<file path="src/rtl/cfg_scan_pkg.sv">
package cfg_scan_pkg;
  localparam int THR_W  = 8;
  localparam int HYS_W  = 4;
  localparam int GATE_W = 4;
  localparam int RUN_W  = 4;
  localparam int WTH_W  = 4;
  localparam int DEAD_W = 4;
  localparam int CAL_W  = 3;
  localparam int NCH    = 8;
  localparam int FRC_W  = 2;

  // Field order is the serial order: first member sits at the top bit.
  typedef struct packed {
    logic [THR_W-1:0]  thr;
    logic [HYS_W-1:0]  hyst;
    logic [GATE_W-1:0] gate;
    logic [RUN_W-1:0]  rundown;
    logic [WTH_W-1:0]  wthr;
    logic [DEAD_W-1:0] dead;
    logic [CAL_W-1:0]  cal_a;
    logic [CAL_W-1:0]  cal_b;
    logic [NCH-1:0]    cal_mask;
    logic [NCH-1:0]    chan_en;
    logic [FRC_W-1:0]  force_sel;
    logic              tot_mode;
  } cfg_word_t;

  localparam int CFG_W = $bits(cfg_word_t);
endpackage

</file>
<file path="src/rtl/cfg_shift_path.sv">
module cfg_shift_path #(
  parameter int W = 53,
  parameter logic [W-1:0] INIT = '0
) (
  input  logic         clk,
  input  logic         rst,
  input  logic         shift_en,
  input  logic         capture,
  input  logic         sin,
  input  logic [W-1:0] par_i,
  output logic [W-1:0] sreg_o,
  output logic         sout
);
  logic [W-1:0] sreg_q;

  always_ff @(posedge clk) begin
    if (rst)
      sreg_q <= INIT;
    else if (capture)
      sreg_q <= par_i;
    else if (shift_en)
      sreg_q <= {sreg_q[W-2:0], sin};
  end

  // Retime the top bit on the falling edge for hold-safe chaining.
  always_ff @(negedge clk) begin
    if (rst)
      sout <= INIT[W-1];
    else
      sout <= sreg_q[W-1];
  end

  assign sreg_o = sreg_q;

  AST_SHIFT_MOVES: assert property (@(posedge clk) disable iff (rst)
    (shift_en && !capture) |=> (sreg_q == {$past(sreg_q[W-2:0]), $past(sin)}));
  AST_SOUT_IS_TOP: assert property (@(posedge clk) disable iff (rst)
    sout == sreg_q[W-1]);
  AST_CAPTURE_WINS: assert property (@(posedge clk) disable iff (rst)
    capture |=> (sreg_q == $past(par_i)));
  AST_PATH_IDLE: assert property (@(posedge clk) disable iff (rst)
    (!capture && !shift_en) |=> $stable(sreg_q));
endmodule

</file>
<file path="src/rtl/cfg_work_reg.sv">
module cfg_work_reg #(
  parameter int W = 53,
  parameter logic [W-1:0] INIT = '0
) (
  input  logic         clk,
  input  logic         rst,
  input  logic         load,
  input  logic [W-1:0] sreg_i,
  output logic [W-1:0] work_o
);
  logic [W-1:0] work_q;

  always_ff @(posedge clk) begin
    if (rst)
      work_q <= INIT;
    else if (load)
      work_q <= sreg_i;
  end

  assign work_o = work_q;

  AST_HOLD_NO_LOAD: assert property (@(posedge clk) disable iff (rst)
    !load |=> $stable(work_q));
  AST_LOAD_COPIES: assert property (@(posedge clk) disable iff (rst)
    load |=> (work_q == $past(sreg_i)));
endmodule

</file>
<file path="src/rtl/cfg_field_split.sv">
module cfg_field_split
  import cfg_scan_pkg::*;
(
  input  logic [CFG_W-1:0]  word_i,
  output logic [THR_W-1:0]  thr_code,
  output logic [HYS_W-1:0]  hyst_code,
  output logic [GATE_W-1:0] gate_code,
  output logic [RUN_W-1:0]  rundown_code,
  output logic [WTH_W-1:0]  wilk_thr_code,
  output logic [DEAD_W-1:0] dead_code,
  output logic [CAL_W-1:0]  cal_a_sel,
  output logic [CAL_W-1:0]  cal_b_sel,
  output logic [NCH-1:0]    cal_mask,
  output logic [NCH-1:0]    chan_en,
  output logic [FRC_W-1:0]  force_sel,
  output logic              tot_mode
);
  cfg_word_t f;
  assign f = cfg_word_t'(word_i);

  assign thr_code      = f.thr;
  assign hyst_code     = f.hyst;
  assign gate_code     = f.gate;
  assign rundown_code  = f.rundown;
  assign wilk_thr_code = f.wthr;
  assign dead_code     = f.dead;
  assign cal_a_sel     = f.cal_a;
  assign cal_b_sel     = f.cal_b;
  assign cal_mask      = f.cal_mask;
  assign chan_en       = f.chan_en;
  assign force_sel     = f.force_sel;
  assign tot_mode      = f.tot_mode;
endmodule

</file>
<file path="src/rtl/cfg_scan_port.sv">
module cfg_scan_port
  import cfg_scan_pkg::*;
#(
  parameter logic [THR_W-1:0]  THR_NOM  = 8'h36,
  parameter logic [GATE_W-1:0] GATE_NOM = 4'h8,
  parameter logic [DEAD_W-1:0] DEAD_NOM = 4'hC
) (
  input  logic              clk,
  input  logic              rst,
  input  logic              shift_en,
  input  logic              capture,
  input  logic              load,
  input  logic              sin,
  output logic              sout,
  output logic [THR_W-1:0]  thr_code,
  output logic [HYS_W-1:0]  hyst_code,
  output logic [GATE_W-1:0] gate_code,
  output logic [RUN_W-1:0]  rundown_code,
  output logic [WTH_W-1:0]  wilk_thr_code,
  output logic [DEAD_W-1:0] dead_code,
  output logic [CAL_W-1:0]  cal_a_sel,
  output logic [CAL_W-1:0]  cal_b_sel,
  output logic [NCH-1:0]    cal_mask,
  output logic [NCH-1:0]    chan_en,
  output logic [FRC_W-1:0]  force_sel,
  output logic              tot_mode
);
  localparam cfg_word_t DEF_WORD = '{
    thr: THR_NOM, hyst: '0, gate: GATE_NOM, rundown: '0, wthr: '0,
    dead: DEAD_NOM, cal_a: '0, cal_b: '0, cal_mask: '0, chan_en: '0,
    force_sel: '0, tot_mode: 1'b0};
  localparam logic [CFG_W-1:0] DEF_BITS = DEF_WORD;

  logic [CFG_W-1:0] sreg;
  logic [CFG_W-1:0] work;

  cfg_shift_path #(.W(CFG_W), .INIT(DEF_BITS)) u_path (
    .clk(clk), .rst(rst), .shift_en(shift_en), .capture(capture),
    .sin(sin), .par_i(work), .sreg_o(sreg), .sout(sout));

  cfg_work_reg #(.W(CFG_W), .INIT(DEF_BITS)) u_work (
    .clk(clk), .rst(rst), .load(load), .sreg_i(sreg), .work_o(work));

  cfg_field_split u_split (
    .word_i(work), .thr_code(thr_code), .hyst_code(hyst_code),
    .gate_code(gate_code), .rundown_code(rundown_code),
    .wilk_thr_code(wilk_thr_code), .dead_code(dead_code),
    .cal_a_sel(cal_a_sel), .cal_b_sel(cal_b_sel), .cal_mask(cal_mask),
    .chan_en(chan_en), .force_sel(force_sel), .tot_mode(tot_mode));

  AST_SWAP_ON_BOTH: assert property (@(posedge clk) disable iff (rst)
    (load && capture) |=> (work == $past(sreg) && sreg == $past(work)));
  AST_LOAD_PRESHIFT: assert property (@(posedge clk) disable iff (rst)
    (load && shift_en && !capture) |=> (work == $past(sreg)));
  AST_RESET_DEFAULT: assert property (@(posedge clk)
    rst |=> (work == DEF_BITS && sreg == DEF_BITS));
endmodule

</file>
<file path="config.mk">
export PLATFORM = sky130hd
export DESIGN_NAME = cfg_scan_port
export DESIGN_NICKNAME = d
export VERILOG_FILES = /design/src/rtl/cfg_scan_pkg.sv /design/src/rtl/cfg_shift_path.sv /design/src/rtl/cfg_work_reg.sv /design/src/rtl/cfg_field_split.sv /design/src/rtl/cfg_scan_port.sv
export SDC_FILE = /design/constraint.sdc
export NUM_CORES = 1
export LEC_CHECK = 0
export ABC_AREA = 1
export BUFFER_PORTS_ARGS = -buffer_cell sky130_fd_sc_hd__buf_4
export CAP_MARGIN = 20
export CORE_UTILIZATION = 50
export DETAILED_ROUTE_END_ITERATION = 7
export PLACE_DENSITY = 0.74
export SLEW_MARGIN = 25
export SYNTH_ARGS = -nofsm -noshare
export SYNTH_HDL_FRONTEND = slang
export SYNTH_SLANG_ARGS = --single-unit
</file>
<file path="constraint.sdc">
create_clock -name clk -period 1.3 [get_ports clk]
set_input_delay 0.26 -clock clk [delete_from_list [all_inputs] [get_ports clk]]
set_output_delay 0.26 -clock clk [all_outputs]
set_load 0.1 [all_outputs]
</file>
# After elaboration in Yosys (flattened, before gate mapping)
# Cells that the tools add are included.
# totals
ff_bits	107
inputBits	6
output_inout_bits	54
wordCells	6
# classes
n_mux	2
n_reduce_logical	1
# op_table
operator	count
$mux 53	2
$reduce_bool 2->1	1

# Depth between registers and ports, before layout
# depth
ltp_word	2
ltp_mapped	6
ltp_nobuf	5

# Modules after synthesis
# A second synthesis with hierarchy kept.
# hier_totals
cells_unflattened	767
hier_area_um2	5215.0
# by_module_without_submodules
mod	instances	cells_each	area_each_um2	seq_area_each_um2
cfg_shift_path	1	392	2660.1	1081.0
cfg_work_reg	1	322	2157.1	1061.0
cfg_field_split	1	53	397.9	0.0

==> impl_summary.md <==
Run status
The flow ran to the end, but the final reports show violations. The final reports fail on DRC, setup timing.

Hold path
For hold timing, the worst endpoint is u_path.sreg_o[0]. Counting instances, the worst hold path has a depth of 3. The type of the tightest min-delay check is in2reg. The startpoint of the tightest hold check path is sin.

Global route
The global-route wire length before repair is 15.81 mm. The overall routing resource usage is 0.2182. For this run, global-route usage on met1 was measured as 0.2684. For this run, global-route usage on met3 was measured as 0.04107. The number of global-route vias before repair is 3519. The number of antenna violations at the first check in global routing came to 0. Entering global routing, the biggest net connects 69 pins. For this run, global-route usage on met2 was measured as 0.3836. The layer with the highest usage is met2. The total overflow left after global routing is 0.

Clock tree
The clock edge transition at the registers on the reported setup and hold paths is 0.09 ns. The number of buffers between clock root and the deepest sink is 2. TritonCTS built the clock tree.

The cts-stage hold buffer count is 0. The number of CTS-inserted buffers is 9. The clock tree root driver cell is sky130_fd_sc_hd__clkbuf_8. The source-to-sink clock delay at the later pin of the worst-skew pair is 0.40 ns.

The level count of the clock H-tree is 3. The number of sinks driven by the clock tree is 107.

Synth
The synthesized-area fraction occupied by ao, oa, aoi and oai cells is 0.1709. Of the total synthesized cell area, the portion taken by AND, OR, NAND and NOR gates is 0.2085. After synthesis, the cell types taking the most area are sky130_fd_sc_hd__dfxtp_1 48%, sky130_fd_sc_hd__a21oi_1 11%, sky130_fd_sc_hd__nand2_1 9.9%. Counting every net in the synthesized netlist gives 637. The number of enable flip-flop cells after synthesis is 0.

The proportion of synthesized chip area in sequential cells is 0.4812. The count of mapped cells out of synthesis is 631. The proportion of netlist area held by the largest area contributor is 0.4812. The distinct cell type count after synthesis is 19. The dominant register cell in the synthesized netlist is sky130_fd_sc_hd__dfxtp_1. The cell area after synthesis is 4452 um2. Of the total synthesized cell area, the portion taken by XOR and XNOR cells is 0.

Yosys instantiated no cell more often than sky130_fd_sc_hd__nand2_1. By count the netlist is led by 117 x sky130_fd_sc_hd__nand2_1, 107 x sky130_fd_sc_hd__dfxtp_1, 103 x sky130_fd_sc_hd__inv_1. sky130_fd_sc_hd__dfxtp_1 takes more of the synthesized area than any other cell.

In this run the mean area of a mapped cell was 7.055 um2. The synthesized design contains 107 register bits. The portion of synthesized area spent on multiplexers is 0. The share of synthesized flip-flops with an asynchronous set or reset is 0. After synthesis, the largest family of logic cells by area is simple AND/OR/NAND/NOR gates. The adder-cell area share of the yosys netlist is 0. For this run, the number of Yosys warnings is 0.

Final layout
The area growth from synthesis to final layout is 20.52%. The repair_antennas step left the layout with diodes totalling 0. The final cell count without fillers is 786.

The net count of the finished layout is 679. Of the cells placed in the final design, the portion with a size suffix greater than 1 is 0.2168. For this run, the share of the core covered by cells in the final layout is 0.6182.

Power
The share of total power dissipated in the clock network is 0.292. The worst IR drop on VDD is 0.6933 mV. The analysis attributes to cell leakage a power of 2.383 nW. Of the total power, the share spent switching nets is 0.3395.

The switching power is 0.002601 W. Overall power consumption after layout is estimated at 0.007663 W. The cell-internal power is 0.005061 W.

The power density normalized to cell area is 1428 nW/um2. The share of total power dissipated in sequential elements is 0.481. The combinational cell fraction of total power is 0.227.

Setup path
The highest cell delay on the worst timing path is 0.34 ns. The kind of cell with the highest combined delay on the critical path is flip-flops. In this run the number of cells on the critical path is 1. The critical register-to-register path endpoint is u_path.sout. STA classifies the critical path startpoint as a flip-flop. The origin of the critical flop-to-flop path is u_path.sreg_o[52]. The worst setup path is captured at an output port.

The number of buffer and inverter instances along the worst setup path is 1. By startpoint and endpoint, the worst setup path is classified as reg2out. The reg2reg setup slack is 0.12 ns. At the worst endpoint, the arrival time is 1.55 ns.

For the worst setup path, the data required time is 1.04 ns. Counting cells, the worst reg-to-reg path comes to 2. The cell with the biggest individual delay on the critical path is sky130_fd_sc_hd__dfxtp_4. The signal on the critical path passes through buf_12.

In this run the worst path has a maximum fanout of 1.

Timing
The clock skew after layout is 0.04159 ns. Setup slack on the critical path of the routed design comes to -0.5100 ns. Setup violations remaining at the end of the flow were counted as 1. In this run the tightest slew margin relative to its limit is 0.7724. The number of hold-slack violations in the final timing report is 0. The final count of pins violating max slew was 0. The worst hold slack is 0.1569 ns.

The transition at the pin with the smallest max-transition slack is 0.3414 ns. Setup repair after global routing could not meet its margin everywhere.

Die
The initial core utilization is 0.5130. The placeable core region is 8678 um2. The die covers 9285 um2. The die is 96.36 um wide. The floorplan step set the die height to 96.36 um. The number of top-level design ports is 60. The row count is 34.

Placed design
The number of buffer cells added on primary ports is 59. The worst setup slack before clock tree synthesis is -0.1958 ns. The weighted congestion at the end of routability-driven global placement is 0.7933.

The cell total after placement is 770. The HPWL after detailed placement is 6.267 mm.

Detailed routing
The count of TritonRoute iterations in the first routing pass is 6. After detailed routing, the number of remaining DRC violations is 1. Detailed routing inserted a total of 3968 vias. The count of nets left with antenna violations once routing finished came out at 0. For this block, the initial DRC count from the detailed router was 190.

Using the TritonRoute via totals, the vias-per-cell ratio works out to 5.048. The average wire length per cell after detail routing is 12.43 um. The routed wire length is 9.769 mm.

Run
Across the run, the number of max-cap violations was 0.
## layer usage
metal / up-vias / wire length (um)
met5: - / 0
met4: 0 / 104
met2: 70 / 4694
met1: 1832 / 4547
met3: 8 / 422
li1: 2058 / -
## stage by stage
stage	TNS, ns	area [um2]
5_1_grt	-0.5375	5365
4_1_cts	-0.5168	5305
2_1_floorplan	-0.1138	4521
3_5_place_dp	-0.1958	5072
3_3_place_gp	-0.1973	5072
6_report	-0.5100	5365
## how the worst max path moves through the flow
stage / from / to / slack, ns
6_report: u_path.sout / sout / -0.51
5_1_grt: u_path.sout / sout / -0.54
4_1_cts: u_path.sout / sout / -0.52
3_5_place_dp: u_path.sout / sout / -0.20
3_3_place_gp: u_path.sout / sout / -0.20
2_1_floorplan: u_path.sout / sout / -0.11
## power groups by stage
stage	sequential (W)	clock, W	combinational, W
3_3_place_gp	0.00374	0.00000955	0.00169
3_5_place_dp	0.00375	0.00000955	0.00172
2_1_floorplan	0.00451	0.00000955	0.000587
6_report	0.00368	0.00224	0.00174
4_1_cts	0.00368	0.00227	0.00173
5_1_grt	0.00372	0.00241	0.00187
## cells in the final DEF (no fill, tap or decap), types with 2 or more instances in the layout
cell                         netlist  routed
sky130_fd_sc_hd__buf_12            0       8
sky130_fd_sc_hd__o21ai_0          47      47
sky130_fd_sc_hd__o21ai_1           7       7
sky130_fd_sc_hd__clkinvlp_4        0       2
sky130_fd_sc_hd__buf_4             1      49
sky130_fd_sc_hd__nor2_1           47      47
sky130_fd_sc_hd__inv_1           103     103
sky130_fd_sc_hd__dfxtp_2           0      52
sky130_fd_sc_hd__nand3_1          13      13
sky130_fd_sc_hd__dfxtp_1         107      54
sky130_fd_sc_hd__buf_6             3      17
sky130_fd_sc_hd__bufinv_16         0       2
sky130_fd_sc_hd__nor3_1           44      44
sky130_fd_sc_hd__clkbuf_8          0       9
sky130_fd_sc_hd__a21oi_1          98      98
sky130_fd_sc_hd__inv_2             2       2
sky130_fd_sc_hd__nand2_1         117     117
## state kept, by name, indices dropped and copies added (netlist names)
name and count:
u_path.sout 1, u_path.sreg_o 53, u_work.work_o 53
## area by class of cell
cell class                      instances  area, um2
Fill cell                             787       3313
Sequential cell                       107       2211
Multi-Input combinational cell        376       1689
Timing Repair Buffer                   74      719.4
Inverter                              104      390.4
Tap cell                              108      135.1
Clock buffer                           10      127.6
Clock inverter                          7      92.59
## logic make-up (layout without fill, tap and decap cells)
group / count (synthesis) / in the layout
compound gates: 152 / 152
simple gates: 224 / 224
buf+inv: 148 / 195
flops: 107 / 107
## what timing repair did
| action | in CTS | in global routing |
|---|---|---|
| setup endpoints to repair | 2 | 17 |
| buffers inserted | 0 | 0 |
| resized for setup | 4 | 16 |
(Power assumes the default switching activity.)
